<file path="src/rtl/snp_probe_pkg.sv">
package snp_probe_pkg;
  localparam int unsigned DEF_PA_W   = 20;
  localparam int unsigned DEF_LINE_W = 5;
  localparam int unsigned DEF_PIDX_W = 7;
  localparam int unsigned DEF_VIDX_W = 3;  // 3: data cache, 2: instruction cache
  localparam int unsigned DEF_WAYS   = 2;

  function automatic int unsigned cand_count(int unsigned vidx_w);
    return 32'd1 << vidx_w;
  endfunction
endpackage

</file>
<file path="src/rtl/snp_cand_gen.sv">
module snp_cand_gen #(
  parameter int unsigned PIDX_W = 7,
  parameter int unsigned VIDX_W = 3,
  localparam int unsigned IDX_W = PIDX_W + VIDX_W
) (
  input  logic              clk_i,
  input  logic              rst_ni,
  input  logic              start_i,
  input  logic [PIDX_W-1:0] pidx_i,
  output logic              active_o,
  output logic              last_o,
  output logic [IDX_W-1:0]  idx_o
);
  localparam logic [VIDX_W-1:0] CNT_MAX = {VIDX_W{1'b1}};

  logic [VIDX_W-1:0] cnt_q;
  logic              active_q;

  always_ff @(posedge clk_i or negedge rst_ni) begin
    if (!rst_ni) begin
      cnt_q    <= '0;
      active_q <= 1'b0;
    end else if (start_i) begin
      cnt_q    <= '0;
      active_q <= 1'b1;
    end else if (active_q) begin
      if (cnt_q == CNT_MAX) active_q <= 1'b0;
      else                  cnt_q    <= cnt_q + VIDX_W'(1);
    end
  end

  // virtual-only bits sweep, page-offset bits held
  assign idx_o    = {cnt_q, pidx_i};
  assign active_o = active_q;
  assign last_o   = active_q && (cnt_q == CNT_MAX);
endmodule

</file>
<file path="src/rtl/snp_way_cmp.sv">
module snp_way_cmp #(
  parameter int unsigned WAYS  = 2,
  parameter int unsigned TAG_W = 8
) (
  input  logic                  en_i,
  input  logic [WAYS-1:0]       vld_i,
  input  logic [WAYS*TAG_W-1:0] tag_i,
  input  logic [TAG_W-1:0]      ref_i,
  output logic [WAYS-1:0]       hit_o
);
  for (genvar w = 0; w < WAYS; w++) begin : g_way
    assign hit_o[w] = en_i && vld_i[w] && (tag_i[w*TAG_W +: TAG_W] == ref_i);
  end
endmodule

</file>
<file path="src/rtl/snoop_alias_probe.sv">
module snoop_alias_probe
  import snp_probe_pkg::*;
#(
  parameter int unsigned PA_W   = DEF_PA_W,
  parameter int unsigned LINE_W = DEF_LINE_W,
  parameter int unsigned PIDX_W = DEF_PIDX_W,
  parameter int unsigned VIDX_W = DEF_VIDX_W,
  parameter int unsigned WAYS   = DEF_WAYS,
  localparam int unsigned TAG_W = PA_W - LINE_W - PIDX_W,
  localparam int unsigned IDX_W = PIDX_W + VIDX_W
) (
  input  logic                  clk_i,
  input  logic                  rst_ni,
  input  logic                  snp_valid_i,
  output logic                  snp_ready_o,
  input  logic [PA_W-1:0]       snp_addr_i,
  output logic                  tag_rd_en_o,
  output logic [IDX_W-1:0]      tag_rd_idx_o,
  input  logic [WAYS-1:0]       tag_rd_vld_i,
  input  logic [WAYS*TAG_W-1:0] tag_rd_tag_i,
  output logic                  tag_inv_o,
  output logic [IDX_W-1:0]      tag_inv_idx_o,
  output logic [WAYS-1:0]       tag_inv_way_o,
  output logic                  busy_o,
  output logic                  done_o
);
  logic [PA_W-1:0]  addr_q;
  logic             accept;
  logic             gen_active, gen_last;
  logic [IDX_W-1:0] gen_idx;
  logic             cmp_vld_q, cmp_last_q;
  logic [IDX_W-1:0] cmp_idx_q;
  logic [WAYS-1:0]  hit;

  assign accept = snp_valid_i && snp_ready_o;

  always_ff @(posedge clk_i or negedge rst_ni) begin
    if (!rst_ni)     addr_q <= '0;
    else if (accept) addr_q <= snp_addr_i;
  end

  snp_cand_gen #(.PIDX_W(PIDX_W), .VIDX_W(VIDX_W)) u_cand (
    .clk_i    (clk_i),
    .rst_ni   (rst_ni),
    .start_i  (accept),
    .pidx_i   (addr_q[LINE_W +: PIDX_W]),
    .active_o (gen_active),
    .last_o   (gen_last),
    .idx_o    (gen_idx)
  );

  // compare stage lines up with the array's one-cycle read latency
  always_ff @(posedge clk_i or negedge rst_ni) begin
    if (!rst_ni) begin
      cmp_vld_q  <= 1'b0;
      cmp_last_q <= 1'b0;
      cmp_idx_q  <= '0;
    end else begin
      cmp_vld_q  <= gen_active;
      cmp_last_q <= gen_last;
      cmp_idx_q  <= gen_idx;
    end
  end

  snp_way_cmp #(.WAYS(WAYS), .TAG_W(TAG_W)) u_cmp (
    .en_i  (cmp_vld_q),
    .vld_i (tag_rd_vld_i),
    .tag_i (tag_rd_tag_i),
    .ref_i (addr_q[PA_W-1 -: TAG_W]),
    .hit_o (hit)
  );

  assign tag_rd_en_o   = gen_active;
  assign tag_rd_idx_o  = gen_idx;
  assign tag_inv_o     = |hit;
  assign tag_inv_idx_o = cmp_idx_q;
  assign tag_inv_way_o = hit;
  assign busy_o        = gen_active || cmp_vld_q;
  assign snp_ready_o   = !busy_o;
  assign done_o        = cmp_vld_q && cmp_last_q;


  start_on_accept_chk: assert property (@(posedge clk_i) disable iff (!rst_ni)
    $rose(busy_o) |-> $past(snp_valid_i));


  busy_hold_chk: assert property (@(posedge clk_i) disable iff (!rst_ni)
    busy_o && !done_o |=> busy_o);


  sweep_first_chk: assert property (@(posedge clk_i) disable iff (!rst_ni)
    $rose(tag_rd_en_o) |-> tag_rd_idx_o[IDX_W-1 -: VIDX_W] == '0);


  sweep_step_chk: assert property (@(posedge clk_i) disable iff (!rst_ni)
    tag_rd_en_o && $past(tag_rd_en_o) |->
      (tag_rd_idx_o[IDX_W-1 -: VIDX_W] == $past(tag_rd_idx_o[IDX_W-1 -: VIDX_W]) + VIDX_W'(1)) &&
      (tag_rd_idx_o[PIDX_W-1:0] == $past(tag_rd_idx_o[PIDX_W-1:0])));


  inv_follows_read_chk: assert property (@(posedge clk_i) disable iff (!rst_ni)
    tag_inv_o |-> $past(tag_rd_en_o) && (tag_inv_idx_o == $past(tag_rd_idx_o)));


  done_after_last_chk: assert property (@(posedge clk_i) disable iff (!rst_ni)
    done_o |-> $past(tag_rd_en_o) && !tag_rd_en_o);


  done_pulse_chk: assert property (@(posedge clk_i) disable iff (!rst_ni)
    done_o |=> !busy_o && !done_o);
endmodule

</file>
<file path="config.mk">
export PLATFORM = sky130hd
export DESIGN_NAME = snoop_alias_probe
export DESIGN_NICKNAME = d
export VERILOG_FILES = /design/src/rtl/snp_probe_pkg.sv /design/src/rtl/snp_cand_gen.sv /design/src/rtl/snp_way_cmp.sv /design/src/rtl/snoop_alias_probe.sv
export SDC_FILE = /design/constraint.sdc
export NUM_CORES = 1
export LEC_CHECK = 0
export BUFFER_PORTS_ARGS = -buffer_cell sky130_fd_sc_hd__buf_2
export CELL_PAD_IN_SITES_DETAIL_PLACEMENT = 0
export CELL_PAD_IN_SITES_GLOBAL_PLACEMENT = 2
export CORE_ASPECT_RATIO = 1.1
export CORE_MARGIN = 3
export CORE_UTILIZATION = 28
export DETAILED_ROUTE_END_ITERATION = 7
export MAX_ROUTING_LAYER = met4
export PLACE_DENSITY = 0.88
export SYNTH_ARGS = -nofsm -noshare
export SYNTH_HDL_FRONTEND = slang
export SYNTH_SLANG_ARGS = --single-unit
</file>
<file path="constraint.sdc">
create_clock -name clk_i -period 1.7 [get_ports clk_i]
set_input_delay 0.51 -clock clk_i [delete_from_list [all_inputs] [get_ports clk_i]]
set_output_delay 0.51 -clock clk_i [all_outputs]
set_load 0.05 [all_outputs]
</file>
After elaboration in Yosys (flattened, before gate mapping) --
Cells that the tools add are included.
Cells by class: $add $sub $neg 1, mux-type cells 6, equal/unequal tests 4, reductions and logical operators 12
Operators by type and width (count):
- == test 8 bit | 2
- 2-to-1 mux 3 bit | 3
- logical AND 1 bit | 7
- adder 3 x 1 -> 3 bit (second input constant) | 1
- == test 3 bit (second input constant) | 1
- 2-to-1 mux 1 bit | 3
- inequality test 2 bit (second input constant) | 1
- AND reduction 2 bit | 1
- nonzero test 2 bit | 1
- OR reduction 2 bit | 1
- logical NOT 1 bit | 1
- logical OR 1 bit | 1
Storage, ports and cells: register bits 36, logic and storage cells 29, bits of input ports 41, output and inout port bits 27

Longest topological paths before layout --
Gate-level depths: netlist of the first run.
depth after elaboration 5, gate-level depth with buffers 5, mapped depth without buffers 5

By module --
From an unflattened synthesis of the first run, not the netlist that was laid out.
Second synthesis, totals: cell total of the unflattened synthesis 97, area, all modules 1407.6 µm²
By module, submodules not included:
- snoop_alias_probe | cells each 48, instances 1, sequential area each 675.6 µm², area an instance 939.7 µm²
- snp_cand_gen | cells each 25, instances 1, sequential area each 100.1 µm², area an instance 275.3 µm²
- snp_way_cmp | cells each 24, instances 1, sequential area each 0.0 µm², area an instance 192.7 µm²

Worst setup path after synthesis of the first run --
OpenSTA, ideal clock, no wires.
path kind in2out, from input tag_rd_tag_i[10], to output tag_inv_o, data required time 1.190 ns, arrival time 2.296 ns, buffers on the path 0, setup slack -1.106 ns, stages on the path 4, cells stage by stage xnor2_1 > nand4_1 > nor3_1 > or2_2
Between the ends: word-level cells in the longest chain between the ends 3
RTL lines:
- start: declaration | RTL line snoop_alias_probe.sv:20 | input logic [WAYS*TAG_W-1:0] tag_rd_tag_i,
- == test 8 bit | RTL line snp_way_cmp.sv:12 | assign hit_o[w] = en_i && vld_i[w] && (tag_i[w*TAG_W +: TAG_W] == ref_i);
- logical AND 1 bit | RTL line snp_way_cmp.sv:12
- via tag_inv_way_o[1] | RTL line snoop_alias_probe.sv:23 | output logic [WAYS-1:0] tag_inv_way_o,
- OR reduction 2 bit | RTL line snoop_alias_probe.sv:75 | assign tag_inv_o = |hit;
- end: declaration | RTL line snoop_alias_probe.sv:21 | output logic tag_inv_o,
The timed path passes the listed nets, and every way through them passes these cells.

Final worst setup path of the first run --
from register addr_q[16], to output tag_inv_o
Between the ends: word-level cells in the longest chain between the ends 3, elaborated cells on any way between the ends 5, classes of those cells 2 x eq/ne; 3 x reduce/logical
RTL lines:
- start: declaration | RTL line snoop_alias_probe.sv:27 | logic [PA_W-1:0] addr_q;
- start signal: assignment | RTL line snoop_alias_probe.sv:39 | else if (accept) addr_q <= snp_addr_i;
- == test 8 bit | RTL line snp_way_cmp.sv:12
- logical AND 1 bit | RTL line snp_way_cmp.sv:12
- OR reduction 2 bit (*) | RTL line snoop_alias_probe.sv:75
Every way passes the cells marked *; elsewhere a longest branch is shown, timed or not.

==> flow_summary.ini, run 1 <==
[sta]
fin_ws_ns = -0.329
clock_skew_ns = 0.00566
fin_crit_sh_pct = 119
relSlewSlack_pct = 74.7
slew_viol_final = 0
fmax_ghz = 0.493
hold_violations = 0
max_slew.worst_pin.slew_ns = 0.380
post-route-min-period_ns = 2.03
setup_viol = 3
rsz0062_at_grt = yes

[clock_tree]
cts_buffers = 5
path_clk_slew_ns = 0.06
cts-root-buf = clkbuf_8
hold_buffers = 0
clock_latency_ns = 0.27
cts.sinks = 31
ctsLongestPathBuffers = 2
cts_max_level = 2
cts_tree = yes

[worst_setup_path]
critPathLaunchType = flop
path_class = reg -> out
crit_fanout = 3
crit_required_ns = 1.19
end_kind = output port
critPathArrivalTime_ns = 1.52

[place]
dp_slack_ns = -0.321
dp_hpwl_um = 2260
placedInstanceArea_sq_mm = 0.00175
dp_cells = 204
port_buffers = 62
place_congestion = 0.823

[detailed_routing]
drc = 0
routedWlPerCell_um = 13.6
drt.antenna.violating_nets = 0
wirelength_um = 2920
first_pass_iters = 4
drt_iter0_markers = 21
vias = 929
vias_per_cell = 4.32

[die]
start_util_pct = 30.2
coreArea_sq_mm = 0.00447
dieHeight_um = 78.8
die_area_sq_mm = 0.00569
die_width_um = 72.2
rows = 25
io_pins = 68

[synth]
ys_warn_count = 0
syn_nets = 138
netlist_area_sq_mm = 0.00135
yosys-top-cells-area = dfrtp_1 57%, xnor2_1 10%, mux2_2 7.5%, mux2_4 6.7%, buf_4 3.9%
avgSynthCellArea_sq_um = 14.2
yosysSeqAreaShare_pct = 57.5
synth_seq_cells = 31
synth.distinct_cells = 21
synth_top_area_cell = dfrtp_1
synth.top_cell.area_share_pct = 57.5
synth_cells = 95

[finish]
final_cells = 215
final_common_cell = buf_2
fin_area_sq_mm = 0.00192
final.fill_count = 420
fin_nets = 203
drive_gt1_share_pct = 68.3
areaGrowthSynthToFinish_pct = 41.9
antenna_cells = 0
mostFrequentLayoutCells = 57 x buf_2, 27 x dfrtp_1, 9 x xnor2_2, 9 x mux2_2, 7 x xnor2_1
final_core_util_pct = 42.8

[global_routing]
gr-usage-met1_pct = 13.3
grt_pass1_vias = 1003
use_met3_pct = 3.80
grt_usage_pct = 11.5
grt_max_degree = 20
gr-total-overflow = 0
antenna_found_initial = 0
grt_use_met2_pct = 18.5
grt_pass1_wl_um = 4880
grt-busiest-layer = met2

[worst_hold_path]
holdCritPathClass = in -> async

[pwr]
p_leak_nw = 0.955
power_mw = 4.24
ir_worst_vdd_v = 0.000918
power.density_mw_per_mm2 = 2210

[run_status]
violations = negative setup slack
status = finished, violations left

[run]
cap_viol_max_count = 0
==> per-layer routing <==
layer / part of all wire, % / up-vias
met3: 8.0 / 6
met1: 40 / 439
met2: 50 / 44
met4: 1.9 / 0
met5: 0 / -
li1: - / 440
==> cell usage after synthesis <==
cell / n
dfrtp_1: 31
nor3_1: 2
nand3_1: 4
buf_12: 1
mux2_4: 6
mux2_2: 9
ha_1: 2
inv_1: 1
nand4_1: 2
buf_4: 7
nor2_1: 3
nor2_2: 1
and2_2: 1
xor2_1: 1
nand2b_1: 2
or2_2: 1
buf_6: 1
and2_4: 1
xnor2_1: 16
mux2i_1: 2
and2_1: 1
==> metrics by stage <==
stage               hold WS (ns)  TNS, ns
floorplan                  0.214   -0.797
global placement           0.375   -0.644
detailed placement         0.382   -0.763
CTS                        0.154   -0.924
global route               0.167    -1.23
finish                     0.145   -0.892
==> registers in the layout, summed over array words and instances, names as in the netlist <==
signal / flops
addr_q: 15
cmp_last_q: 1
cmp_vld_q: 1
tag_inv_idx_o: 10
u_cand.active_o: 1
u_cand.cnt_q: 3
==> worst max-delay path, stage by stage, from the launching register on <==
cell and delay [ns]:
dfrtp_2 0.45, xnor2_2 0.16, nand4_1 0.14, nor3_4 0.22, or2_4 0.15, buf_8 0.14
==> final timing paths <==
path,to,start,slack (ns),cells after the start
max in group asynchronous,addr_q[16],rst_ni,1.01,2
min in group clk_i,tag_inv_idx_o[1],addr_q[6],0.39,0
worst max register to register,addr_q[7],cmp_vld_q,0.08,5
worst max-delay path,tag_inv_o,addr_q[16],-0.33,5
worst min register to register,tag_inv_idx_o[1],addr_q[6],0.39,0
worst min-delay path,tag_inv_idx_o[4],rst_ni,0.15,1
==> layout make-up <==
class | count | area (sq um) | share of cell area [%]
Clock buffer | 7 | 76.3 | 3.98
Clock inverter | 1 | 5.00 | 0.261
Inverter | 1 | 3.75 | 0.196
Multi-Input combinational cell | 54 | 596 | 31.1
Sequential cell | 31 | 781 | 40.8
Tap cell | 54 | 67.6 | 3.53
Timing Repair Buffer | 67 | 387 | 20.2
==> timing repair <==
item                       in CTS  in global routing
resized for setup              18                  2
buffers inserted                1                  2
pin swaps                       9                  9
setup endpoints to repair       6                 14
==> cell families (layout without fill, tap and decap cells) <==
family | after synthesis | count (layout) | share of synthesized area [%]
flip-flops | 31 | 31 | 57.5
AND/OR/NAND/NOR | 18 | 18 | 7.51
XOR/XNOR | 17 | 17 | 11.0
multiplexers | 17 | 17 | 15.7
buffers and inverters | 10 | 76 | 6.49
adder cells (fa/ha/maj) | 2 | 2 | 1.85
==> report_power, final <==
part	switching [mW]	internal (mW)
registers	0.308	1.12
clock network	0.251	0.286
logic	1.46	0.822
No activity file was read; power rests on OpenSTA's default activity.
==> run 2, diff against run 1 <==
--- a/config.mk
+++ b/config.mk
@@ -12,6 +12,7 @@
 export CORE_MARGIN = 3
 export CORE_UTILIZATION = 28
 export DETAILED_ROUTE_END_ITERATION = 7
+export GPL_TIMING_DRIVEN = 0
 export MAX_ROUTING_LAYER = met4
 export PLACE_DENSITY = 0.88
 export SYNTH_ARGS = -nofsm -noshare
==> flow_summary.ini, run 2 (synthesized netlist as in run 1, its figures left out) <==
[worst_setup_path]
crit_chain = xnor2_1 -> nand3_1 -> nor3_4 -> or2_4 -> buf_8
r2r-start = u_cand.active_o
critPathLaunchType = flop
crit_slowest_cell = dfrtp_1
critPathTopFamily = simple AND/OR/NAND/NOR gates
path_class = reg -> out
end_kind = output port
crit_fanout = 3
critPathArrivalTime_ns = 1.49
path_buf_inv = 1
startpoint = addr_q[13]
worst_path_largest_cell_delay_ns = 0.41
crit_required_ns = 1.19

[sta]
hold_violations = 0
rsz0062_at_grt = yes
fmax_ghz = 0.500
relSlewSlack_pct = 55.6
fin_crit_sh_pct = 118
max_slew.worst_pin.slew_ns = 0.666
slew_viol_final = 0
fin_ws_ns = -0.301
setup_viol = 3
post-route-min-period_ns = 2.00
fin_hold_ws_ns = 0.268
fin_setup_tns_ns = -0.833
clock_skew_ns = 0.00309

[die]
io_pins = 68
rows = 25
dieHeight_um = 78.8
start_util_pct = 30.2
coreArea_sq_mm = 0.00447
die_area_sq_mm = 0.00569
die_width_um = 72.2

[place]
port_buffers = 62
dp_cells = 211
dp_hpwl_um = 2320
dp_slack_ns = -0.335
place_congestion = 0.828
placedInstanceArea_sq_mm = 0.00182

[global_routing]
grt_pass1_wl_um = 4890
grt_usage_pct = 11.5
gr-total-overflow = 0
grt_max_degree = 32
grt_pass1_vias = 984
antenna_found_initial = 0

[run]
cap_viol_max_count = 0

[pwr]
power.density_mw_per_mm2 = 2220
p_sw_mw = 2.02
ir_worst_vdd_v = 0.000949
p_leak_nw = 0.980
power_mw = 4.34
p_comb_share_pct = 54.0
intPower_mw = 2.31
pwr-share-seq_pct = 33.0
netSwitchingFraction_pct = 46.7
pwr-share-clk_pct = 13.0

[finish]
final_core_util_pct = 43.7
fin_area_sq_mm = 0.00196
fin_nets = 209
largest_reg_flops = 15
mostFrequentLayoutCells = 58 x buf_2, 27 x dfrtp_1, 10 x buf_4, 9 x mux2_2
drive_gt1_share_pct = 68.7
antenna_cells = 0
final_cells = 220
top_register = addr_q
final_common_cell = buf_2
areaGrowthSynthToFinish_pct = 44.9

[detailed_routing]
wirelength_um = 2970
vias_per_cell = 4.35
drt_iter0_markers = 20
drt.antenna.violating_nets = 0
drc = 0
first_pass_iters = 2
routedWlPerCell_um = 13.5
vias = 958

[clock_tree]
ctsLongestPathBuffers = 2
cts-root-buf = clkbuf_8
clock_latency_ns = 0.27
cts_tree = yes
cts.sinks = 31
cts_buffers = 5
hold_buffers = 0
cts_max_level = 2
path_clk_slew_ns = 0.06

[worst_hold_path]
holdCritPathClass = in -> async

[run_status]
violations = negative setup slack
status = finished, violations left
[run 2: metal layers]
metal / part of all wire, % / global-route usage (%)
met5: 0 / -
met2: 51 / 18.3
met1: 38 / 13.5
met3: 8.8 / 2.66
met4: 1.8 / 6.20
[run 2: worst paths after layout]
kind                       cells past startpoint               end  slack, ns
hold reg to reg                                0  tag_inv_idx_o[0]       0.40
setup / recovery                               5         tag_inv_o      -0.30
hold / removal                                 1  tag_inv_idx_o[5]       0.27
min in group clk_i                             0  tag_inv_idx_o[0]       0.40
setup reg to reg                               5        addr_q[14]       0.22
max in group asynchronous                      1        addr_q[16]       0.96
[run 2: final cells by class]
class,instances,area [sq um]
Timing Repair Buffer,64,350
Buffer,9,83.8
Inverter,1,3.75
Tap cell,54,67.6
Multi-Input combinational cell,54,582
Fill cell,407,2520
Clock inverter,1,5.00
Clock buffer,6,82.6
Sequential cell,31,781
[run 2: worst reg2reg max path, cell delays in order (launching register included)]
cell	delay, ns
dfrtp_2	0.44
nor2_4	0.15
and2_4	0.16
buf_6	0.15
buf_12	0.16
mux2_4	0.30
[run 2: repair_timing]
action,CTS,global route
pin swaps,6,0
gates cloned,0,0
hold endpoints to repair,0,0
setup buffers,0,2
setup endpoints to repair,3,4
resized for setup,7,5
[run 2: power by group through the flow]
| stage | Clock (mW) | Combinational [mW] | Sequential [mW] |
|---|---|---|---|
| after floorplan | 0 | 1.28 | 1.99 |
| after global placement | 0 | 2.30 | 1.42 |
| after detailed placement | 0 | 2.33 | 1.44 |
| after CTS | 0.595 | 2.35 | 1.44 |
| after global routing | 0.628 | 2.47 | 1.49 |
| final | 0.565 | 2.34 | 1.43 |
==> run 3, diff against run 2 <==
--- a/config.mk
+++ b/config.mk
@@ -8,7 +8,6 @@
 export BUFFER_PORTS_ARGS = -buffer_cell sky130_fd_sc_hd__buf_2
 export CELL_PAD_IN_SITES_DETAIL_PLACEMENT = 0
 export CELL_PAD_IN_SITES_GLOBAL_PLACEMENT = 2
-export CORE_ASPECT_RATIO = 1.1
 export CORE_MARGIN = 3
 export CORE_UTILIZATION = 28
 export DETAILED_ROUTE_END_ITERATION = 7
==> flow_summary.ini, run 3 (synthesized netlist as in run 1, its figures left out) <==
[pwr]
power_mw = 4.34
ir_worst_vdd_v = 0.000868
intPower_mw = 2.31
netSwitchingFraction_pct = 46.8
p_sw_mw = 2.03
power.density_mw_per_mm2 = 2210
p_leak_nw = 0.986
p_comb_share_pct = 54.7
pwr-share-clk_pct = 12.4
pwr-share-seq_pct = 32.9

[worst_setup_path]
r2r-start = u_cand.active_o
critPathLaunchType = flop
path_class = reg -> out
crit_slowest_cell = dfrtp_1
worst_path_largest_cell_delay_ns = 0.43
reg2reg_slack_ns = 0.23
crit_fanout = 3
rr_endpoint = addr_q[17]
crit_chain = xnor2_1 -> nand4_1 -> nor3_4 -> or2_4 -> buf_8
end_kind = output port
r2r_cells = 5
crit_required_ns = 1.19
critPathArrivalTime_ns = 1.51

[place]
place_congestion = 0.686
dp_hpwl_um = 2260
dp_cells = 209
port_buffers = 62

[sta]
clock_skew_ns = 0.00308
relSlewSlack_pct = 53.9
max_slew.worst_pin.slew_ns = 0.691
slew_viol_final = 0
fin_hold_ws_ns = 0.276
setup_viol = 3
post-route-min-period_ns = 2.02
rsz0062_at_grt = yes
fin_ws_ns = -0.320
fmax_ghz = 0.495
hold_violations = 0
fin_crit_sh_pct = 119

[detailed_routing]
first_pass_iters = 3
vias_per_cell = 4.29
drt_iter0_markers = 23
wirelength_um = 3020
routedWlPerCell_um = 13.7
drc = 0
vias = 949
drt.antenna.violating_nets = 0

[clock_tree]
clock_latency_ns = 0.27
ctsLongestPathBuffers = 2
cts_tree = yes
cts_max_level = 2
cts-root-buf = clkbuf_8
cts_buffers = 5
hold_buffers = 0
cts.sinks = 31
path_clk_slew_ns = 0.06

[die]
start_util_pct = 30.0
rows = 24
coreArea_sq_mm = 0.00450
dieHeight_um = 75.4
die_width_um = 75.4
io_pins = 68
die_area_sq_mm = 0.00569

[global_routing]
grt_max_degree = 32
grt_usage_pct = 11.1
gr-total-overflow = 0
grt_pass1_wl_um = 4410
grt_pass1_vias = 940
antenna_found_initial = 0

[finish]
areaGrowthSynthToFinish_pct = 45.7
largest_reg_flops = 15
final.fill_count = 442
fin_nets = 211
final_common_cell = buf_2
final_cells = 221
antenna_cells = 0
drive_gt1_share_pct = 68.6
mostFrequentLayoutCells = 58 x buf_2, 27 x dfrtp_1, 12 x buf_4, 9 x mux2_2
top_register = addr_q

[run]
cap_viol_max_count = 0

[run_status]
violations = negative setup slack
status = finished, violations left

[worst_hold_path]
holdCritPathClass = in -> async
## run 3: power groups by stage
| stage | Clock [mW] | Sequential, mW | Combinational (mW) |
|---|---|---|---|
| 6_report | 0.540 | 1.43 | 2.38 |
| 5_1_grt | 0.592 | 1.49 | 2.52 |
| 4_1_cts | 0.564 | 1.44 | 2.37 |
| 3_5_place_dp | 0 | 1.44 | 2.32 |
| 3_3_place_gp | 0 | 1.42 | 2.29 |
| 2_1_floorplan | 0 | 1.99 | 1.28 |
## run 3: worst max-delay path: cells and delay by family (launching register included)
kind	cells	cell delay (ns)
buffers and inverters	1	0.13
flip-flops	1	0.43
AND/OR/NAND/NOR	3	0.48
XOR/XNOR	1	0.19
## run 3: worst max path at each step
| stage | slack [ns] | to | from |
|---|---|---|---|
| floorplan | -0.40 | tag_inv_o | tag_rd_tag_i[7] |
| detailed placement | -0.35 | tag_inv_o | tag_rd_tag_i[3] |
| global placement | -0.28 | tag_inv_o | tag_rd_tag_i[3] |
| finish | -0.32 | tag_inv_o | addr_q[14] |
| CTS | -0.34 | tag_inv_o | addr_q[16] |
| global route | -0.43 | tag_inv_o | addr_q[14] |
## run 3: per-layer routing
metal / vias up / share of wire, % / global-route usage, %
met5: - / 0 / -
met4: 0 / 2.2 / 5.24
met3: 6 / 8.9 / 3.56
met2: 47 / 48 / 17.3
met1: 441 / 41 / 12.9
li1: 455 / - / -
## run 3: layout make-up
type                       instances  area [sq um]  area share (%)
tap                               52          65.1            3.31
sequential                        31           781            39.7
multi-input combinational         54           587            29.8
clock inverter                     1          5.00           0.254
clock buffer                       7          76.3            3.88
inverter                           1          3.75           0.191
buffer                             9          83.8            4.26
timing repair buffer              66           365            18.6
## run 3: repair_timing
item,4_1_cts,5_1_grt
buffers inserted,1,3
resized for setup,10,3
pin swaps,10,8
endpoints found under the setup margin,3,4
## run 3: per-stage QoR
stage	cell area (sq um)	util, %	setup slack (ns)	setup TNS (ns)
2_1_floorplan	1440	-	-0.401	-0.797
3_3_place_gp	1820	40.3	-0.283	-0.664
3_5_place_dp	1820	40.3	-0.349	-0.803
4_1_cts	1940	43.0	-0.339	-0.846
5_1_grt	1970	43.7	-0.431	-1.16
6_report	1970	43.7	-0.320	-0.877
